--- config.mk ---
export PLATFORM = sky130hd
export DESIGN_NAME = sum_chain_seq
export DESIGN_NICKNAME = d
export VERILOG_FILES = /design/src/rtl/sumseq_pkg.sv /design/src/rtl/sumseq_step.sv /design/src/rtl/sumseq_datapath.sv /design/src/rtl/sum_chain_seq.sv
export SDC_FILE = /design/constraint.sdc
export NUM_CORES = 1
export LEC_CHECK = 0
export BUFFER_PORTS_ARGS = -buffer_cell sky130_fd_sc_hd__buf_2
export CORE_ASPECT_RATIO = 1.1
export CORE_UTILIZATION = 45
export CTS_BUF_LIST = sky130_fd_sc_hd__clkbuf_2
export CTS_CLUSTER_DIAMETER = 150
export DETAILED_ROUTE_END_ITERATION = 10
export GPL_TIMING_DRIVEN = 1
export PLACE_DENSITY = 0.71
export SETUP_SLACK_MARGIN = 0.2
export SLEW_MARGIN = 5
export SYNTH_ARGS = -nofsm -noshare
export SYNTH_HDL_FRONTEND = slang
export SYNTH_SLANG_ARGS = --single-unit
export TNS_END_PERCENT = 1
--- constraint.sdc ---
create_clock -name clk -period 4.15 [get_ports clk]
set_input_delay 0.83 -clock clk [delete_from_list [all_inputs] [get_ports clk]]
set_output_delay 0.83 -clock clk [all_outputs]
set_load 0.05 [all_outputs]
--- src/rtl/sumseq_pkg.sv ---
package sumseq_pkg;
    localparam int NSTEPS = 4;

    typedef enum logic [1:0] {
        STEP_CLR_S  = 2'd0,
        STEP_LOAD_I = 2'd1,
        STEP_ADD    = 2'd2,
        STEP_DEC    = 2'd3
    } step_id_e;

    typedef enum logic [1:0] {
        ST_IDLE = 2'd0,
        ST_FIRE = 2'd1,
        ST_WAIT = 2'd2
    } step_state_e;
endpackage

--- src/rtl/sumseq_step.sv ---
module sumseq_step
    import sumseq_pkg::*;
(
    input  logic clk,
    input  logic rst_n,
    input  logic activate_i,
    input  logic cmpl_i,
    output logic evoke_o,
    output logic next_o,
    output logic busy_o
);
    step_state_e state_q, state_d;

    always_comb begin
        state_d = state_q;
        unique case (state_q)
            ST_IDLE: if (activate_i) state_d = ST_FIRE;
            ST_FIRE: state_d = ST_WAIT;
            ST_WAIT: if (cmpl_i) state_d = ST_IDLE;
            default: state_d = ST_IDLE;
        endcase
    end

    always_ff @(posedge clk or negedge rst_n) begin
        if (!rst_n) state_q <= ST_IDLE;
        else        state_q <= state_d;
    end

    always_comb begin
        evoke_o = (state_q == ST_FIRE);
        next_o  = (state_q == ST_WAIT) && cmpl_i;
        busy_o  = (state_q != ST_IDLE);
    end

    // one fire cycle, then wait
    assert_fire_one_cycle_R5: assert property (@(posedge clk) disable iff (!rst_n)
        (state_q == ST_FIRE) |=> (state_q == ST_WAIT));
    // no hand-off without completion
    assert_wait_holds_R5: assert property (@(posedge clk) disable iff (!rst_n)
        (state_q == ST_WAIT && !cmpl_i) |=> (state_q == ST_WAIT));
endmodule

--- src/rtl/sumseq_datapath.sv ---
module sumseq_datapath
    import sumseq_pkg::*;
#(
    parameter int N_W = 16,
    parameter int S_W = 2 * N_W
) (
    input  logic              clk,
    input  logic              rst_n,
    input  logic              load_n_i,
    input  logic [N_W-1:0]    n_i,
    input  logic [NSTEPS-1:0] evoke_i,
    output logic [S_W-1:0]    s_o,
    output logic              i_zero_o,
    output logic              cmpl_o
);
    localparam int CLR_B  = int'(STEP_CLR_S);
    localparam int LOAD_B = int'(STEP_LOAD_I);
    localparam int ADD_B  = int'(STEP_ADD);
    localparam int DEC_B  = int'(STEP_DEC);

    logic [N_W-1:0] n_q, i_q;
    logic [S_W-1:0] s_q;
    logic           cmpl_q;

    always_ff @(posedge clk or negedge rst_n) begin
        if (!rst_n) begin
            n_q    <= '0;
            i_q    <= '0;
            s_q    <= '0;
            cmpl_q <= 1'b0;
        end else begin
            if (load_n_i)        n_q <= n_i;
            if (evoke_i[CLR_B])  s_q <= '0;
            if (evoke_i[LOAD_B]) i_q <= n_q;
            if (evoke_i[ADD_B])  s_q <= s_q + S_W'(i_q);
            if (evoke_i[DEC_B])  i_q <= i_q - 1'b1;
            cmpl_q <= |evoke_i;
        end
    end

    assign s_o      = s_q;
    assign i_zero_o = (i_q == '0);
    assign cmpl_o   = cmpl_q;

    // completion one cycle after any evoke
    assert_cmpl_latency_R4: assert property (@(posedge clk) disable iff (!rst_n)
        (|evoke_i) |=> cmpl_o);
    // accumulation never wraps
    assert_no_overflow_R9: assert property (@(posedge clk) disable iff (!rst_n)
        evoke_i[ADD_B] |=> (s_q >= $past(s_q)));
endmodule

--- src/rtl/sum_chain_seq.sv ---
module sum_chain_seq
    import sumseq_pkg::*;
#(
    parameter int N_W = 16,
    localparam int S_W = 2 * N_W
) (
    input  logic           clk,
    input  logic           rst_n,
    input  logic           start_i,
    input  logic [N_W-1:0] n_i,
    output logic [S_W-1:0] sum_o,
    output logic           done_o
);
    localparam int LOAD_B = int'(STEP_LOAD_I);
    localparam int ADD_B  = int'(STEP_ADD);
    localparam int DEC_B  = int'(STEP_DEC);

    logic [NSTEPS-1:0] act, evoke, nxt, busy;
    logic cmpl, i_zero, running, start_acc, finish, done_q;

    assign running   = |busy;
    assign start_acc = start_i && !running;
    assign finish    = nxt[DEC_B] && i_zero;

    always_comb begin
        act        = '0;
        act[0]     = start_acc;
        act[LOAD_B] = nxt[0];
        act[ADD_B]  = nxt[LOAD_B] | (nxt[DEC_B] & ~i_zero);
        act[DEC_B]  = nxt[ADD_B];
    end

    for (genvar k = 0; k < NSTEPS; k++) begin : g_step
        sumseq_step u_step (
            .clk        (clk),
            .rst_n      (rst_n),
            .activate_i (act[k]),
            .cmpl_i     (cmpl),
            .evoke_o    (evoke[k]),
            .next_o     (nxt[k]),
            .busy_o     (busy[k])
        );
    end

    sumseq_datapath #(.N_W(N_W), .S_W(S_W)) u_dp (
        .clk      (clk),
        .rst_n    (rst_n),
        .load_n_i (start_acc),
        .n_i      (n_i),
        .evoke_i  (evoke),
        .s_o      (sum_o),
        .i_zero_o (i_zero),
        .cmpl_o   (cmpl)
    );

    always_ff @(posedge clk or negedge rst_n) begin
        if (!rst_n)         done_q <= 1'b0;
        else if (start_acc) done_q <= 1'b0;
        else if (finish)    done_q <= 1'b1;
    end

    assign done_o = done_q;

    // single active step
    assert_one_step_R3: assert property (@(posedge clk) disable iff (!rst_n)
        $onehot0(busy));
    // done only after I reached zero
    assert_done_on_zero_R3: assert property (@(posedge clk) disable iff (!rst_n)
        $rose(done_o) |-> i_zero);
    // result and done held while idle
    assert_hold_result_R6: assert property (@(posedge clk) disable iff (!rst_n)
        (done_o && !start_i) |=> (done_o && $stable(sum_o)));
    // start while running does not restart
    assert_ignore_busy_start_R7: assert property (@(posedge clk) disable iff (!rst_n)
        (running && start_i && !finish) |=> running);
endmodule

### Word-level counts from Yosys, hierarchy flattened

Index checks and enable logic that the tools add are counted.
Widths: inputs -> output; s select.

* register bits after elaboration: 74
* bits of input ports: 19
* word-level logic and storage cells: 70

* add/subtract/negate cells: 2
* eq/ne operators: 16
* multiplexer cells: 15
* bitwise logic cells: 3
* reduce and logical (&&, ||, !) cells: 25

Operator list (number)
* $mux 32: 2
* $add 32x16->32: 1
* $mux 16: 2
* $pmux 2 s3: 4
* $logic_not 16->1: 1
* $sub 16x1->16 const B: 1
* $reduce_bool 2->1: 7
* $ne 2x1->1 const B: 6
* $mux 2: 5
* $eq 2x1->1 const B: 4
* $eq 2x2->1 const B: 4
* $logic_not 2->1: 4
* $reduce_and 2->1: 4
* $reduce_or 4->1: 2
* $logic_and 1x1->1: 6
* $ne 2x2->1 const B: 2
* $mux 1: 2
* $and 1x1->1: 1
* $logic_not 1->1: 1
* $not 1->1: 1
* $or 1x1->1: 1

### Logic depth before layout (Yosys ltp)

Gate-level depths: netlist of the first run.

* word-level depth: 6
* depth in mapped cells: 9

### By module

From an unflattened synthesis of the first run, not the netlist that was laid out.

* cells, all modules: 489
* area total of the unflattened synthesis: 4524.3 um2

Modules (own cells, without submodules)
* sumseq_datapath: times used 1, cells an instance 446, area an instance 4078.9 um2
* sumseq_step: times used 4, cells an instance 9, area an instance 92.6 um2
* sum_chain_seq: times used 1, cells an instance 7, area an instance 75.1 um2

### Worst setup path after synthesis of the first run

Ideal clock, no wire load.

* path kind: reg2reg
* from: register u_dp.s_q[0] (netlist: u_dp.s_o[0])
* to: register u_dp.s_q[22] (netlist: u_dp.s_o[22])
* library setup time: 0.150 ns
* data arrival time: 2.237 ns
* required time: 4.000 ns
* setup slack: 1.764 ns
* cell stages (with the launch flop): 10
* path buffers: 0
* path through: dfrtp_1 -> ha_1 -> inv_1 -> fa_1 -> nand2b_1 -> nand2_1 -> a221oi_1 -> o21ai_2 -> o2111ai_1 -> mux2i_1

* longest elaborated chain between the ends: 2

Ends and longest elaborated chain
* from (decl): RTL line sumseq_datapath.sv:22 `logic [S_W-1:0] s_q;`
* from (signal assigned): RTL line sumseq_datapath.sv:35 `if (evoke_i[ADD_B]) s_q <= s_q + S_W'(i_q);`
* $add 32x16->32: RTL line sumseq_datapath.sv:35
* $mux 32: RTL line sumseq_datapath.sv:35

No other way between the ends.
A chain may end at the register's enable or synchronous reset.

### Final worst setup path of the first run

* from: register u_dp.i_q[0]
* to: register u_dp.s_q[16] (netlist: u_dp.s_o[16])

* longest elaborated chain between the ends: 2

Ends and longest elaborated chain
* from (decl): RTL line sumseq_datapath.sv:21 `logic [N_W-1:0] n_q, i_q;`
* from (signal assigned): RTL line sumseq_datapath.sv:34 `if (evoke_i[LOAD_B]) i_q <= n_q;`
* from (signal assigned): RTL line sumseq_datapath.sv:36 `if (evoke_i[DEC_B]) i_q <= i_q - 1'b1;`
* $add 32x16->32: RTL line sumseq_datapath.sv:35
* $mux 32: RTL line sumseq_datapath.sv:35

No other way between the ends.

==> results of run 1 <==
[routing by layer]
layer / track usage [%] / vias to the layer above
li1: - / 1733
met1: 28.5 / 1701
met2: 37.3 / 89
met3: 3.47 / 8
met4: 7.57 / 0
met5: 0 / -
[cell usage in the layout, fill, tap and decap left out, types with 3 or more instances in the layout]
master | synthesis | routed
a211oi_1 | 3 | 3
a21o_1 | 7 | 7
a21oi_1 | 23 | 23
a22o_1 | 3 | 3
a311oi_1 | 3 | 3
and2_1 | 4 | 4
and3_1 | 8 | 8
buf_2 | 4 | 51
clkbuf_2 | 0 | 10
dfrtp_1 | 74 | 74
ha_1 | 18 | 18
inv_1 | 16 | 16
mux2i_1 | 19 | 19
nand2_1 | 103 | 103
nand2b_1 | 7 | 7
nand3_1 | 10 | 10
nand4_1 | 6 | 6
nor2_1 | 30 | 30
nor2b_1 | 6 | 6
nor3_1 | 9 | 9
nor4_1 | 3 | 3
o2111ai_1 | 12 | 12
o211ai_1 | 5 | 5
o21ai_0 | 28 | 28
o21bai_1 | 3 | 3
o31ai_1 | 4 | 4
xnor2_1 | 7 | 7
xor2_1 | 4 | 4
[kinds of logic after synthesis]
kind of cell,Yosys count,share of synthesized area (%)
adders and majority gates,19,5.89
DFF,74,44.5
and+or+nand+nor,195,21.6
xor gates and xnor gates,11,2.32
AOI/OAI and AO/OA,109,17.6
buffers and inverters,32,3.55
muxes,19,4.57
[metrics by stage]
stage	setup slack [ns]	hold slack [ns]	instances	utilization (%)
finish	1.74	0.469	627	51.4
global route	1.50	0.441	627	51.4
CTS	1.71	0.444	627	51.4
detailed placement	1.72	0.469	611	50.3
global placement	1.73	0.457	611	50.3
floorplan	1.76	0.440	459	-
[final timing paths]
path	slack, ns	cells after the start	to	start
min in group clk	0.47	3	u_dp.n_q[9]	n_i[9]
hold / removal	0.47	2	u_dp.s_o[31]	rst_n
setup reg to reg	1.74	9	u_dp.s_o[16]	u_dp.i_q[0]
hold reg to reg	0.49	1	u_dp.s_o[31]	u_dp.s_o[31]
setup / recovery	1.74	9	u_dp.s_o[16]	u_dp.i_q[0]
max in group asynchronous	3.06	2	u_dp.n_q[4]	rst_n
[cell type report]
| cell class | instances | share of cell area [%] |
|---|---|---|
| clock buffers | 10 | 1.09 |
| clock inverters | 6 | 0.928 |
| inverters | 17 | 1.39 |
| multi-input cells | 353 | 47.2 |
| flip-flops and latches | 74 | 40.4 |
| well taps | 114 | 3.11 |
| repair buffers | 53 | 5.90 |
[critical path, stage by stage (launching register included)]
cell,delay (ns)
dfrtp_1,0.47
ha_1,0.19
inv_1,0.05
fa_1,0.37
nand2b_1,0.19
nand2_1,0.11
a221oi_1,0.11
o21ai_2,0.45
o211ai_1,0.17
mux2i_1,0.22
[state kept, by name, indices dropped and copies added, names as in the netlist]
| signal | count |
|---|---|
| done_o | 1 |
| g_step.u_step.state_q | 8 |
| u_dp.cmpl_o | 1 |
| u_dp.i_q | 16 |
| u_dp.n_q | 16 |
| u_dp.s_o | 32 |
[power breakdown]
part | internal [mW] | switching (mW) | total, mW | leakage (nW)
Clock | 0.0822 | 0.277 | 0.360 | 0.0583
Combinational | 0.475 | 0.922 | 1.40 | 1.35
Sequential | 0.943 | 0.242 | 1.18 | 0.967
Total | 1.50 | 1.44 | 2.94 | 2.37
==> flow_summary.json, run 1 <==
{
  "maxCapViolations": 0,
  "drtIter0Drc": 170,
  "max-vdd-ir-drop_mv": 0.329,
  "synth.cell_area_sq_um": 4160,
  "end_kind": "flip-flop",
  "max_freq_mhz": 415,
  "p_leak_nw": 2.37,
  "cts_setup_buffers": 0,
  "fin_nets": 546,
  "syn_inst": 459,
  "grt_pass1_wl_um": 16500,
  "holdBufCountCts": 0,
  "place_area_sq_um": 4490,
  "coreArea_sq_um": 8920,
  "cp-start-kind": "flip-flop",
  "yosysMostFrequentCell": "nand2_1",
  "seqCellArea_sq_um": 1850,
  "antenna_found_initial": 0,
  "ys.warnings.count": 0,
  "period_minus_slack_ns": 2.41,
  "cts_tree": "built",
  "rsz0062_at_grt": "false",
  "clk_pin_slew_ns": 0.24,
  "nFillCells": 874,
  "p_per_area_nw_per_um2": 642,
  "grt_pass1_vias": 3422,
  "m1WireLength_um": 4420,
  "ios": 52,
  "floorplan.initialDensity_pct": 46.6,
  "slew_viol_final": 0,
  "place_congestion": 0.915,
  "grt.overflow.total": 0,
  "wl_um": 9650,
  "worstSetupPathType": "flip-flop to flip-flop",
  "grt_max_degree": 75,
  "tightest_slew_ns": 0.963,
  "remaining_drc_errors": 0,
  "final_cell_area_sq_um": 4580,
  "synth.top_cell.area_share_pct": 44.5,
  "ctsResizeCount": 0,
  "root_buffer": "clkbuf_2",
  "fin_worst_skew_ns": 0.0362,
  "hold_class": "primary input to async pin",
  "die_area_sq_um": 9630,
  "avgSynthCellArea_sq_um": 9.06,
  "finalSetupTns_ns": 0,
  "fp.dieH_um": 103,
  "clkLatencyLatePin_ns": 0.53,
  "fp-row-count": 36,
  "synthArstFlopShare_pct": 100,
  "status": "completed",
  "place_hpwl_um": 6960,
  "htree_levels": 3,
  "via_count": 3531,
  "dr_wl_met2_um": 4720,
  "vias_per_cell": 5.63,
  "grt_use_total_pct": 21.9,
  "dieWidth_um": 93.7,
  "cts.sinks": 74,
  "synth_top_area_cell": "dfrtp_1",
  "diodes": 0,
  "synth_common_cells": "nand2_1 (103), dfrtp_1 (74), nor2_1 (30)",
  "synth_area_leaders": "dfrtp_1 (45%), nand2_1 (9.3%), ha_1 (5.4%)",
  "syn_nets": 497,
  "dr.pass1.iters": 4,
  "cts_buffer_depth": 2,
  "routed-wl-met3_um": 415,
  "p_total_mw": 2.94,
  "synth_ff_type": "dfrtp_1",
  "cts_buffers": 9,
  "crit_required_ns": 4.60,
  "final_layout_size_suffix_gt1_share_pct": 14.8,
  "setup_violations": 0,
  "wl_per_cell_um": 15.4,
  "multi_input_area_sq_um": 2160,
  "top_layer_used": "met4",
  "syn_to_final_growth_pct": 10.1,
  "crit_arrival_ns": 2.87,
  "finalCritPeriodShare_pct": 58.1,
  "antenna_left": 0,
  "hold_viol": 0,
  "synth-seq-cells": 74,
  "ys_seq_area_share_pct": 44.5,
  "portBuffers": 51,
  "relSlewSlack_pct": 35.6,
  "critPathMaxFanout": 9,
  "synth_cell_types": 52,
  "synth_edf_count": 0
}
Power figures use the tool's default switching activity.
==> run 2: changes to the inputs <==
- clock period: 4.15 -> 2.4 ns (I/O delays scaled with it)
==> run 2 against run 1 <==
Against the previous run: sequential cell count unchanged; final area increased by 10%; core utilization is 5.2 points higher; sequential power is 75% higher; clock power up 100%; die area stayed put; power up 95%; hold slack got worse by 0.37 ns; critical path type unchanged; highest routed layer unchanged.
==> flow_summary.json, run 2 (synthesis gave the netlist of run 1 again) <==
{
  "fin_worst_skew_ns": 0.0281,
  "drtIter0Drc": 309,
  "die_area_sq_um": 9630,
  "dieWidth_um": 93.7,
  "max-vdd-ir-drop_mv": 0.391,
  "grt_pass1_vias": 3386,
  "critPathMaxFanout": 9,
  "floorplan.initialDensity_pct": 46.6,
  "crit_required_ns": 2.87,
  "coreArea_sq_um": 8920,
  "place_congestion": 0.882,
  "cts.sinks": 74,
  "fin_nets": 574,
  "period_minus_slack_ns": 2.19,
  "final_common_cell": "nand2_1",
  "portBuffers": 51,
  "hold_class": "primary input to flip-flop",
  "status": "completed",
  "finalCritPeriodShare_pct": 91.1,
  "hold_viol": 0,
  "clk_pin_slew_ns": 0.23,
  "fp.dieH_um": 103,
  "end_kind": "flip-flop",
  "relSlewSlack_pct": 55.0,
  "wl_um": 10400,
  "final_layout_size_suffix_gt1_share_pct": 27.2,
  "cts_buffer_depth": 2,
  "remaining_drc_errors": 0,
  "grt_use_total_pct": 22.2,
  "syn_to_final_growth_pct": 21.3,
  "cts_buffers": 9,
  "via_count": 3747,
  "crit_arrival_ns": 2.66,
  "p_leak_nw": 2.51,
  "antenna_found_initial": 0,
  "final_cell_mix": "nand2_1 (103), dfrtp_1 (54), buf_2 (50)",
  "setup_slack_ns": 0.213,
  "grt.overflow.total": 0,
  "maxCapViolations": 0,
  "ios": 52,
  "holdPathStages": 3,
  "p_per_area_nw_per_um2": 1140,
  "antenna_left": 0,
  "cp-start-kind": "flip-flop",
  "nFillCells": 815,
  "diodes": 0,
  "p_total_mw": 5.74,
  "max_freq_mhz": 457,
  "tightest_slew_ns": 0.672,
  "r2r_slack_ns": 0.21,
  "reg2reg_depth": 8,
  "root_buffer": "clkbuf_2",
  "holdCritStartpoint": "n_i[12]",
  "place_hpwl_um": 7190,
  "rsz0062_at_grt": "true",
  "largest_reg_flops": 32,
  "finalSetupTns_ns": 0,
  "fp-row-count": 36,
  "hold_end": "u_dp.n_q[12]",
  "worstSetupPathType": "flip-flop to flip-flop",
  "clkLatencyLatePin_ns": 0.54,
  "wl_per_cell_um": 15.8,
  "setup_violations": 0,
  "slew_viol_final": 0,
  "seqCellArea_sq_um": 1880,
  "cts_tree": "built",
  "grt_max_degree": 75,
  "reg2reg_from": "u_dp.s_o[6]",
  "multi_input_area_sq_um": 2340,
  "grt_pass1_wl_um": 16300,
  "vias_per_cell": 5.72,
  "dr.pass1.iters": 5,
  "r2r-end": "u_dp.s_o[29]",
  "pre_cts_ws_ns": 0.116,
  "htree_levels": 3
}
run 2: changes by cell type in the layout (fill, tap and decap cells not counted), moves of 2 or more:
cell       change
o2111ai_2      +4
o21ai_0        -2
ha_1           -9
buf_6          +2
a21oi_2        +4
ha_2           +2
dfrtp_1       -20
a21oi_1        -4
dfrtp_2       +20
ha_4           +7
buf_4         +25
o2111ai_1      -5
run 2: layout make-up:
class	instances	share of cell area, %
multi-input combinational	353	46.4
clock buffer	10	0.992
timing repair buffer	81	10.0
clock inverter	6	1.29
sequential	74	37.2
tap	114	2.83
inverter	17	1.26
run 2: what timing repair did:
action                     4_1_cts  5_1_grt
gates resized for setup         11       26
setup endpoints to repair       17       21
hold endpoints to repair        74        0
buffers inserted                 5       12
hold buffers                     1        0
pin swaps                        2        3
run 2: worst max-delay path by stage:
| stage | slack (ns) | start | endpoint | cells past startpoint |
|---|---|---|---|---|
| 2_1_floorplan | 0.19 | u_dp.s_o[14] | u_dp.s_o[23] | 7 |
| 3_3_place_gp | 0.20 | u_dp.i_q[0] | u_dp.s_o[28] | 10 |
| 3_5_place_dp | 0.12 | u_dp.i_q[0] | u_dp.s_o[22] | 10 |
| 4_1_cts | 0.19 | u_dp.i_q[8] | u_dp.s_o[31] | 8 |
| 5_1_grt | 0.09 | u_dp.i_q[7] | u_dp.i_q[15] | 7 |
| 6_report | 0.21 | u_dp.s_o[6] | u_dp.s_o[29] | 8 |
run 2: report_power, final:
group          switching, mW  leakage (nW)  internal, mW
Combinational           1.80          1.50          1.16
Sequential             0.402         0.940          1.66
Clock                  0.474        0.0723         0.247
Total                   2.68          2.51          3.06
run 2: critical path, cell delays in order, from the launching register on:
cell and delay [ns]:
dfrtp_1 0.46, ha_2 0.34, a21oi_2 0.18, o211ai_1 0.13
o211ai_1 0.31, a31oi_2 0.15, buf_6 0.16, o2111ai_1 0.20
mux2i_1 0.20
run 2: stage by stage:
| stage | util [%] | cells | hold slack [ns] | cell area (sq um) |
|---|---|---|---|---|
| floorplan | - | 459 | 0.184 | 4200 |
| global placement | 51.8 | 621 | 0.463 | 4620 |
| detailed placement | 51.8 | 621 | 0.461 | 4620 |
| CTS | 54.1 | 643 | 0.0750 | 4820 |
| global route | 56.6 | 655 | 0.0875 | 5040 |
| finish | 56.6 | 655 | 0.104 | 5040 |
run 2: per-layer routing:
layer,routed length [um],share of wire (%),GRT usage [%],vias to the layer above
li1,-,-,-,1792
met1,4600,44,30.9,1820
met2,4940,48,33.3,104
met3,401,3.9,3.17,31
met4,415,4.0,13.0,0
met5,0,0,0,-
